### config.mk
export PLATFORM = sky130hd
export DESIGN_NAME = mem_space_hub
export DESIGN_NICKNAME = d
export VERILOG_FILES = /design/src/rtl/mmio_map_pkg.sv /design/src/rtl/area_decode.sv /design/src/rtl/rx_holder.sv /design/src/rtl/tick_tally.sv /design/src/rtl/tx_pulse.sv /design/src/rtl/digit_bank.sv /design/src/rtl/mem_space_hub.sv
export SDC_FILE = /design/constraint.sdc
export NUM_CORES = 1
export LEC_CHECK = 0
export BUFFER_PORTS_ARGS = -buffer_cell sky130_fd_sc_hd__buf_2
export CAP_MARGIN = 20
export CORE_MARGIN = 3
export CORE_UTILIZATION = 53
export CTS_BUF_LIST = sky130_fd_sc_hd__clkbuf_8 sky130_fd_sc_hd__clkbuf_16
export DETAILED_ROUTE_END_ITERATION = 10
export PLACE_DENSITY = 0.93
export SLEW_MARGIN = 20
export SYNTH_ARGS = -nofsm -noshare
export SYNTH_HDL_FRONTEND = slang
export SYNTH_HIERARCHICAL = 1
export SYNTH_SLANG_ARGS = --single-unit
### constraint.sdc
create_clock -name clk -period 7.7 [get_ports clk]
set_clock_uncertainty 0.1 [all_clocks]
set_input_delay 0.385 -clock clk [delete_from_list [all_inputs] [get_ports clk]]
set_output_delay 0.385 -clock clk [all_outputs]
set_load 0.05 [all_outputs]
### src/rtl/mmio_map_pkg.sv
package mmio_map_pkg;
  localparam int ADDR_W = 16;
  localparam int DATA_W = 16;
  localparam int BYTE_W = 8;

  typedef enum logic [1:0] {
    AREA_ROM  = 2'd0,
    AREA_MMIO = 2'd1,
    AREA_RAM  = 2'd2
  } area_e;

  localparam logic [ADDR_W-1:0] TICK_ADDR  = 16'h4000;
  localparam logic [ADDR_W-1:0] RX_ADDR    = 16'h4100;
  localparam logic [ADDR_W-1:0] TX_ADDR    = 16'h4102;
  localparam logic [ADDR_W-1:0] DIGIT_BASE = 16'h4200;

  function automatic area_e area_of(input logic [1:0] top_bits);
    if (top_bits[1])       return AREA_RAM;
    else if (top_bits[0])  return AREA_MMIO;
    else                   return AREA_ROM;
  endfunction
endpackage

### src/rtl/area_decode.sv
module area_decode
  import mmio_map_pkg::*;
(
  input  logic       clk,
  input  logic       rst_n,
  input  logic [1:0] top_bits,
  input  logic       access,
  output logic       rom_sel,
  output logic       mmio_sel,
  output logic       ram_sel
);
  area_e area;

  always_comb begin
    area     = area_of(top_bits);
    rom_sel  = access && (area == AREA_ROM);
    mmio_sel = access && (area == AREA_MMIO);
    ram_sel  = access && (area == AREA_RAM);
  end


  area_onehot_chk: assert property (@(posedge clk) disable iff (!rst_n)
    access |-> $onehot({rom_sel, mmio_sel, ram_sel}));


  area_idle_chk: assert property (@(posedge clk) disable iff (!rst_n)
    !access |-> !(rom_sel || mmio_sel || ram_sel));
endmodule

### src/rtl/rx_holder.sv
module rx_holder #(
  parameter int CHAR_W = 8
) (
  input  logic              clk,
  input  logic              rst_n,
  input  logic [CHAR_W-1:0] ser_rx,
  input  logic              rd_clr,
  output logic [CHAR_W-1:0] rx_byte,
  output logic              rx_pending
);
  logic [CHAR_W-1:0] rx_q;

  always_ff @(posedge clk) begin
    if (!rst_n)                 rx_q <= '0;
    else if (ser_rx != '0)      rx_q <= ser_rx;
    else if (rd_clr)            rx_q <= '0;
  end

  assign rx_byte    = rx_q;
  assign rx_pending = |rx_q;


  rx_capture_chk: assert property (@(posedge clk) disable iff (!rst_n)
    (ser_rx != '0) |=> (rx_q == $past(ser_rx)));


  rx_clear_chk: assert property (@(posedge clk) disable iff (!rst_n)
    (rd_clr && ser_rx == '0) |=> (rx_q == '0));


  rx_hold_chk: assert property (@(posedge clk) disable iff (!rst_n)
    (!rd_clr && ser_rx == '0) |=> $stable(rx_q));
endmodule

### src/rtl/tick_tally.sv
module tick_tally #(
  parameter int CNT_W = 16
) (
  input  logic             clk,
  input  logic             rst_n,
  input  logic             tick_in,
  input  logic             rd_clr,
  output logic [CNT_W-1:0] count
);
  logic [CNT_W-1:0] cnt_q;

  always_ff @(posedge clk) begin
    if (!rst_n)      cnt_q <= '0;
    else if (rd_clr) cnt_q <= CNT_W'(tick_in);
    else if (tick_in) cnt_q <= cnt_q + 1'b1;
  end

  assign count = cnt_q;


  tick_read_hit_chk: assert property (@(posedge clk) disable iff (!rst_n)
    (rd_clr && tick_in) |=> (cnt_q == CNT_W'(1)));


  tick_read_zero_chk: assert property (@(posedge clk) disable iff (!rst_n)
    (rd_clr && !tick_in) |=> (cnt_q == '0));


  tick_step_chk: assert property (@(posedge clk) disable iff (!rst_n)
    (!rd_clr && tick_in) |=> (cnt_q == CNT_W'($past(cnt_q) + 1'b1)));
endmodule

### src/rtl/tx_pulse.sv
module tx_pulse #(
  parameter int CHAR_W = 8
) (
  input  logic              clk,
  input  logic              rst_n,
  input  logic              wr_en,
  input  logic [CHAR_W-1:0] wr_char,
  output logic [CHAR_W-1:0] ser_tx
);
  logic [CHAR_W-1:0] tx_q;

  always_ff @(posedge clk) begin
    if (!rst_n)     tx_q <= '0;
    else if (wr_en) tx_q <= wr_char;
    else            tx_q <= '0;
  end

  assign ser_tx = tx_q;


  tx_idle_chk: assert property (@(posedge clk) disable iff (!rst_n)
    !wr_en |=> (tx_q == '0));


  tx_send_chk: assert property (@(posedge clk) disable iff (!rst_n)
    wr_en |=> (tx_q == $past(wr_char)));
endmodule

### src/rtl/digit_bank.sv
module digit_bank #(
  parameter int NUM_DIGITS = 8,
  parameter int SEG_W      = 8,
  localparam int IDX_W     = (NUM_DIGITS > 1) ? $clog2(NUM_DIGITS) : 1
) (
  input  logic                        clk,
  input  logic                        rst_n,
  input  logic                        wr_en,
  input  logic [IDX_W-1:0]            wr_idx,
  input  logic [SEG_W-1:0]            wr_val,
  output logic [NUM_DIGITS*SEG_W-1:0] seg_digits
);
  for (genvar i = 0; i < NUM_DIGITS; i++) begin : g_digit
    logic [SEG_W-1:0] dig_q;
    logic             hit;

    assign hit = wr_en && (wr_idx == IDX_W'(i));

    always_ff @(posedge clk) begin
      if (!rst_n)   dig_q <= '0;
      else if (hit) dig_q <= wr_val;
    end

    assign seg_digits[i*SEG_W +: SEG_W] = dig_q;


    digit_hold_chk: assert property (@(posedge clk) disable iff (!rst_n)
      !(wr_en && wr_idx == IDX_W'(i)) |=> $stable(seg_digits[i*SEG_W +: SEG_W]));


    digit_load_chk: assert property (@(posedge clk) disable iff (!rst_n)
      (wr_en && wr_idx == IDX_W'(i)) |=> (seg_digits[i*SEG_W +: SEG_W] == $past(wr_val)));
  end
endmodule

### src/rtl/mem_space_hub.sv
module mem_space_hub
  import mmio_map_pkg::*;
#(
  parameter int NUM_DIGITS = 8,
  parameter int SEG_W      = 8,
  parameter int TICK_W     = 16,
  localparam int DIG_IDX_W = (NUM_DIGITS > 1) ? $clog2(NUM_DIGITS) : 1
) (
  input  logic                        clk,
  input  logic                        rst_n,
  input  logic [ADDR_W-1:0]           cpu_addr,
  input  logic [DATA_W-1:0]           cpu_wdata,
  input  logic                        cpu_word,
  input  logic                        cpu_rd,
  input  logic                        cpu_wr,
  output logic [DATA_W-1:0]           cpu_rdata,
  output logic                        rom_sel,
  output logic                        ram_sel,
  input  logic [DATA_W-1:0]           rom_rdata,
  input  logic [DATA_W-1:0]           ram_rdata,
  input  logic [BYTE_W-1:0]           ser_rx,
  input  logic                        tick_in,
  output logic [BYTE_W-1:0]           ser_tx,
  output logic                        rx_pending,
  output logic [NUM_DIGITS*SEG_W-1:0] seg_digits
);
  logic              mmio_sel;
  logic              rx_rd, tick_rd, tx_wr, dig_wr, dig_in_range;
  logic [ADDR_W-1:0] dig_off;
  logic [BYTE_W-1:0] rx_byte;
  logic [TICK_W-1:0] tick_cnt;
  logic              unused_hi;

  assign unused_hi = ^cpu_wdata[DATA_W-1:BYTE_W];

  area_decode u_dec (
    .clk      (clk),
    .rst_n    (rst_n),
    .top_bits (cpu_addr[ADDR_W-1:ADDR_W-2]),
    .access   (cpu_rd || cpu_wr),
    .rom_sel  (rom_sel),
    .mmio_sel (mmio_sel),
    .ram_sel  (ram_sel)
  );

  always_comb begin
    dig_off      = cpu_addr - DIGIT_BASE;
    dig_in_range = (cpu_addr >= DIGIT_BASE) && (dig_off < ADDR_W'(NUM_DIGITS));
    rx_rd        = mmio_sel && cpu_rd && !cpu_word && (cpu_addr == RX_ADDR);
    tick_rd      = mmio_sel && cpu_rd &&  cpu_word && (cpu_addr == TICK_ADDR);
    tx_wr        = mmio_sel && cpu_wr && !cpu_word && (cpu_addr == TX_ADDR);
    dig_wr       = mmio_sel && cpu_wr && !cpu_word && dig_in_range;
  end

  rx_holder #(.CHAR_W(BYTE_W)) u_rx (
    .clk        (clk),
    .rst_n      (rst_n),
    .ser_rx     (ser_rx),
    .rd_clr     (rx_rd),
    .rx_byte    (rx_byte),
    .rx_pending (rx_pending)
  );

  tick_tally #(.CNT_W(TICK_W)) u_tick (
    .clk     (clk),
    .rst_n   (rst_n),
    .tick_in (tick_in),
    .rd_clr  (tick_rd),
    .count   (tick_cnt)
  );

  tx_pulse #(.CHAR_W(BYTE_W)) u_tx (
    .clk     (clk),
    .rst_n   (rst_n),
    .wr_en   (tx_wr),
    .wr_char (cpu_wdata[BYTE_W-1:0]),
    .ser_tx  (ser_tx)
  );

  digit_bank #(.NUM_DIGITS(NUM_DIGITS), .SEG_W(SEG_W)) u_dig (
    .clk        (clk),
    .rst_n      (rst_n),
    .wr_en      (dig_wr),
    .wr_idx     (dig_off[DIG_IDX_W-1:0]),
    .wr_val     (cpu_wdata[SEG_W-1:0]),
    .seg_digits (seg_digits)
  );

  always_comb begin
    cpu_rdata = '0;
    if (cpu_rd) begin
      if (rom_sel)      cpu_rdata = rom_rdata;
      else if (ram_sel) cpu_rdata = ram_rdata;
      else if (rx_rd)   cpu_rdata = DATA_W'(rx_byte);
      else if (tick_rd) cpu_rdata = DATA_W'(tick_cnt);
    end
  end


  unmapped_read_chk: assert property (@(posedge clk) disable iff (!rst_n)
    (cpu_rd && mmio_sel && !rx_rd && !tick_rd) |-> (cpu_rdata == '0));


  no_read_chk: assert property (@(posedge clk) disable iff (!rst_n)
    !cpu_rd |-> (cpu_rdata == '0));


  pending_chk: assert property (@(posedge clk) disable iff (!rst_n)
    rx_rd |-> (rx_pending == (cpu_rdata != '0)));
endmodule

# After elaboration in Yosys (flattened, before gate mapping)
# Cells that the tools add are included.
# Widths: inputs -> output; s select.
[word_totals] mem_bits_rw=0 elab_cells=71 rom_bits=0 memories=0 output_inout_bits=91 inputBits=78 ff_bits=96 latchBits=0
[classes] addsub=2 n_mux=11 mul=0 n_shift=0 magnitude_cmp=2 n_reduce_logical=31 div_mod_pow=0 n_eq_ne=12 bitwise=1
[ops] op="$mux 16" n=5
[ops] op="$eq 16x15->1 const B" n=3
[ops] op="$logic_and 1x1->1" n=21
[ops] op="$add 16x1->16 const B" n=1
[ops] op="$ge 16x15->1 const B" n=1
[ops] op="$lt 16x4->1 const B" n=1
[ops] op="$mux 8" n=2
[ops] op="$sub 16x15->16 const B" n=1
[ops] op="$eq 3x3->1 const B" n=4
[ops] op="$reduce_bool 8->1" n=1
[ops] op="$reduce_or 8->1" n=1
[ops] op="$eq 3x2->1 const B" n=2
[ops] op="$reduce_bool 2->1" n=2
[ops] op="$eq 3x1->1 const B" n=1
[ops] op="$logic_not 3->1" n=1
[ops] op="$mux 1" n=3
[ops] op="$eq 2x1->1 const B" n=1
[ops] op="$eq 2x2->1 const B" n=1
[ops] op="$logic_not 2->1" n=1
[ops] op="$mux 2" n=1
[ops] op="$reduce_and 2->1" n=1
[ops] op="$reduce_or 2->1" n=1
[ops] op="$logic_not 1->1" n=1
[ops] op="$logic_or 1x1->1" n=1
[ops] op="$not 1->1" n=1

# Longest topological paths before layout
[depth] word_depth=12 depth_mapped=10 depth_no_buf=8

# Hierarchy
# The synthesis kept the hierarchy.
[by_module_without_submodules] mod="digit_bank" area_each_um2=2348.5 instances=1 cells_each=223 seq_area_each_um2=1281.2
[by_module_without_submodules] mod="tick_tally" area_each_um2=754.5 instances=1 cells_each=84 seq_area_each_um2=320.3
[by_module_without_submodules] mod="mem_space_hub" area_each_um2=653.1 instances=1 cells_each=109 seq_area_each_um2=0.0
[by_module_without_submodules] mod="rx_holder" area_each_um2=399.1 instances=1 cells_each=40 seq_area_each_um2=160.2
[by_module_without_submodules] mod="tx_pulse" area_each_um2=210.2 instances=1 cells_each=16 seq_area_each_um2=160.2
[by_module_without_submodules] mod="area_decode" area_each_um2=28.8 instances=1 cells_each=3 seq_area_each_um2=0.0

# Worst setup path before layout
# No wires, ideal clock.
[synth_path] path_type="input to output" startpoint="input port cpu_rd" endpoint="output port cpu_rdata[6]" n_path_buf=2 arrival_time_ns=2.714 slack_ns=4.501 stages=6 t_required_ns=7.215 cell_sequence="or2_2 -> nor3b_2 -> clkbuf_1 -> clkbuf_1 -> a21oi_1 -> a31oi_1"
[synth_between] word_cells_on_any_way=14 cone_classes="mux: 5; reduce/logical: 9"
[synth_rtl] item="start: declaration" line="mem_space_hub.sv:14" source="input logic cpu_rd,"
[synth_rtl] item="$logic_or 1x1->1" line="mem_space_hub.sv:40" source=".access (cpu_rd || cpu_wr),"
[synth_rtl] item="$logic_and 1x1->1" line="area_decode.sv:16" source="rom_sel = access && (area == AREA_ROM);"
[synth_rtl] item="named net rom_sel" line="mem_space_hub.sv:17" source="output logic rom_sel,"
[synth_rtl] item="$mux 16" line="mem_space_hub.sv:92" source="if (rom_sel) cpu_rdata = rom_rdata;"
[synth_rtl] item="$mux 16" line="mem_space_hub.sv:91" source="if (cpu_rd) begin"
[synth_rtl] item="end: declaration" line="mem_space_hub.sv:16" source="output logic [DATA_W-1:0] cpu_rdata,"
# The timed path passes the listed nets, and every way through them passes these cells.

# Worst setup path after layout
[layout_path] startpoint="input port cpu_rd" endpoint="output port cpu_rdata[6]"
[layout_between] elab_chain_cells=10 word_cells_on_any_way=14 cone_classes="mux: 5; reduce/logical: 9"
[layout_rtl] item="$logic_or 1x1->1 *" line="mem_space_hub.sv:40"
[layout_rtl] item="$logic_and 1x1->1 *" line="area_decode.sv:17" source="mmio_sel = access && (area == AREA_MMIO);"
[layout_rtl] item="named net mmio_sel" line="mem_space_hub.sv:27" source="logic mmio_sel;"
[layout_rtl] item="$logic_and 1x1->1 *" line="mem_space_hub.sv:49, mem_space_hub.sv:50"
[layout_rtl] item="$logic_and 1x1->1 (2 in a row)" line="mem_space_hub.sv:50" source="tick_rd = mmio_sel && cpu_rd && cpu_word && (cpu_addr == TICK_ADDR);"
[layout_rtl] item="$mux 16" line="mem_space_hub.sv:95" source="else if (tick_rd) cpu_rdata = DATA_W'(tick_cnt);"
[layout_rtl] item="$mux 16 *" line="mem_space_hub.sv:94" source="else if (rx_rd) cpu_rdata = DATA_W'(rx_byte);"
[layout_rtl] item="$mux 16 *" line="mem_space_hub.sv:93" source="else if (ram_sel) cpu_rdata = ram_rdata;"
[layout_rtl] item="$mux 16 *" line="mem_space_hub.sv:92"
[layout_rtl] item="$mux 16 *" line="mem_space_hub.sv:91"
# Mark *: on every way through the listed nets, which the timed path passes. The rest lies on a longest branch.

==> results.py <==
metrics = {
    "critical_path": {
        "path_buf_inv": 2,
        "crit_required_ns": 7.21,
        "cp_top_family": "simple AND/OR/NAND/NOR gates",
        "cp_slowest_cell": "and4_1",
        "path_cells": "buf_2 > or2_2 > and3b_1 > nor2b_1 > and4_1 > nand3_1 > a31oi_1 > buf_2",
        "critPathLaunchType": "primary input",
        "crit_fanout": 26,
        "crit_path_end_kind": "output pin",
        "crit_type": "in2out",
        "cp_slowest_stage_delay_ns": 0.78,
        "crit_top_cell": "buf_2",
        "arrival_ns": 2.70,
    },
    "timing": {
        "hold_ws_ns": 0.1555,
        "rsz0062_at_grt": "false",
        "period_share": 0.4132,
        "maxSlewViolCount": 0,
        "final.min_clock_period_ns": 3.182,
        "worstMarginPinSlew_ns": 0.8899,
        "final.setup.tns_ns": 0,
        "slew_headroom": 0.4067,
        "timing.final.hold_violations": 0,
        "timing.fmax_ghz": 0.3143,
        "setup_violations": 0,
    },
    "routing": {
        "avgRoutedWirePerCell_microns": 16.46,
        "wirelength_mm": 11.90,
        "vias": 4029,
        "firstDrtPassIters": 4,
        "drc_errors": 0,
        "via_per_inst": 5.573,
        "antenna_left": 0,
        "drtIter0Drc": 234,
    },
    "floorplan": {
        "core_area_sq_mm": 0.007888,
        "die_h_microns": 97.06,
        "io_pins": 169,
        "chipWidth_microns": 97.06,
        "start_util": 0.5571,
        "dieArea_sq_mm": 0.009420,
        "fp-row-count": 32,
    },
    "synthesis": {
        "synth_fa_ha_area_frac": 0.005695,
        "yosysSeqAreaShare": 0.4374,
        "yosysTopAreaCellShare": 0.4374,
        "yosys-mux-area-fraction": 0.1481,
        "syn-cell-area_sq_mm": 0.004394,
        "synth_top_family_by_area": "simple AND/OR/NAND/NOR gates",
        "synth_xor_xnor_area_share": 0.02192,
        "yosysTopAreaCell": "dfxtp_1",
        "synthSimpleGateAreaFrac": 0.2546,
        "ys_seq_elements": 96,
        "yosysUniqueCellTypes": 49,
        "async_flop_share": 0,
        "synth_area_per_cell_sq_um": 9.251,
        "synth_edf_count": 0,
        "synthCells": 475,
        "synth_common_cells": "96 x dfxtp_1, 90 x nand2_1, 65 x mux2i_1",
        "synth_ff_type": "dfxtp_1",
        "synth_most_common_cell": "dfxtp_1",
        "synth_area_leaders": "dfxtp_1 44%, mux2i_1 15%, nand2_1 7.7%",
        "syn-num-nets": 555,
        "synth_compound_area_frac": 0.08685,
        "yosys_warnings": 6,
    },
    "cts": {
        "cts_hold_buf": 0,
        "cts_resized": 0,
        "clock_latency_ns": 0.34,
        "cts_buffer_depth": 2,
        "cts_tree": "built",
        "postCtsSetupRepairBufs": 0,
        "ctsRootBufferMaster": "clkbuf_8",
        "numCtsBuffers": 9,
        "h-tree-depth": 3,
        "clk_pin_slew_ns": 0.09,
        "clock-sinks": 96,
    },
    "placed_design": {
        "dp_hpwl_mm": 8.903,
        "routabilityCongestion": 0.7945,
        "port_buffers": 160,
    },
    "global_routing": {
        "grt_usage": 0.2445,
        "grt_pass1_vias": 4115,
        "grt_max_degree": 99,
        "grt_pass1_wl_mm": 19.33,
        "grt_antenna_before_repair": 0,
        "grt-ovfl-total": 0,
    },
    "status": {
        "status": "finished, final reports clean",
    },
    "finish": {
        "final_nets": 696,
        "layout-drive-gt1-share": 0.3092,
        "nFillCells": 615,
        "synthToLayoutAreaGrowth_pct": 21.87,
        "seq_area_sq_mm": 0.001922,
        "multi_input_area_sq_mm": 0.002272,
        "diodes": 0,
    },
    "power_and_ir_drop": {
        "p_leak_nw": 2.708,
        "total_power_w": 0.0009126,
        "power_density_mw_per_mm2": 170.4,
        "ir_drop_mv": 0.1228,
    },
    "min_path": {
        "hold_path.class": "in2reg",
    },
    "job": {
        "maxCapViolCount": 0,
    },
}
-- cell type report --
class / count / share of cell area
sequential: 96 / 0.3589
tap: 102 / 0.02383
clock buffer: 10 / 0.02570
timing repair buffer: 163 / 0.1537
inverter: 6 / 0.004206
multi-input combinational: 340 / 0.4243
clock inverter: 6 / 0.009346
-- per-layer routing --
metal | GRT usage | up-vias | routed length, microns
li1 | - | 1976 | -
met1 | 0.3074 | 1899 | 5029
met2 | 0.4183 | 140 | 5875
met3 | 0.04810 | 14 | 825
met4 | 0.08315 | 0 | 171
met5 | 0 | - | 0
-- final timing paths --
check                                              start                                      to  slack [ns]  cells after the start
setup / recovery                                  cpu_rd                            cpu_rdata[6]        4.52                      8
hold / removal                                 ser_rx[3]            u_rx/rx_byte[3]$_SDFFE_PN0P_        0.16                      3
setup reg to reg            u_tick/count[3]$_SDFFE_PP0P_           u_tick/count[11]$_SDFFE_PP0P_        5.83                      4
hold reg to reg   u_dig/g_digit[2].dig_q[7]$_SDFFE_PN0P_  u_dig/g_digit[2].dig_q[7]$_SDFFE_PN0P_        0.36                      2
-- through the flow --
stage,setup WS [ns],instances,cell area (sq um),utilization
after floorplan,4.501,475,4394,-
after global placement,4.652,707,5167,0.6551
after detailed placement,4.559,707,5167,0.6551
after CTS,4.560,723,5355,0.6789
after global routing,4.362,723,5355,0.6789
final,4.518,723,5355,0.6789
-- worst register-to-register path, stage by stage, from the launching register on --
cell and delay, ns:
dfxtp_1 0.42, and4_1 0.38, nand3_1 0.26, or4_1 0.47, a21oi_1 0.15
-- flip-flops by register name (all words and copies together), names as in the netlist --
name and flops:
u_dig/g_digit.dig_q 64, u_rx/rx_byte 8, u_tick/count 16, u_tx/ser_tx 8
-- cell usage in the layout, fill, tap and decap left out, types with 3 or more instances in the layout --
| cell type | n |
|---|---|
| and4_1 | 4 |
| o31ai_1 | 9 |
| and3_1 | 10 |
| xnor2_1 | 5 |
| or4_1 | 4 |
| or3_1 | 3 |
| nand3_1 | 19 |
| nand2b_1 | 3 |
| dfxtp_1 | 96 |
| buf_2 | 160 |
| nor2_1 | 13 |
| or4bb_1 | 6 |
| nand4_1 | 4 |
| buf_4 | 3 |
| a21oi_1 | 29 |
| nand2_1 | 90 |
| o21ai_0 | 18 |
| a31oi_1 | 8 |
| mux2i_1 | 65 |
| xor2_1 | 6 |
| nor4_1 | 4 |
| inv_1 | 6 |
| clkbuf_8 | 10 |
| nand4b_1 | 11 |
-- logic make-up after synthesis --
family	Yosys count
adders and majority gates	2
AOI/OAI and AO/OA	66
xor gates and xnor gates	11
buffers and inverters	39
and+or+nand+nor	196
DFF	96
muxes	65
-- power by group --
group,switching [W],total (W),internal (W),leakage (nW)
registers,0.00000381,0.000503,0.000499,0.775
logic,0.0000672,0.0000996,0.0000323,1.84
clock network,0.000179,0.000310,0.000131,0.0952
total,0.000250,0.000913,0.000663,2.71
(Power assumes the default switching activity.)
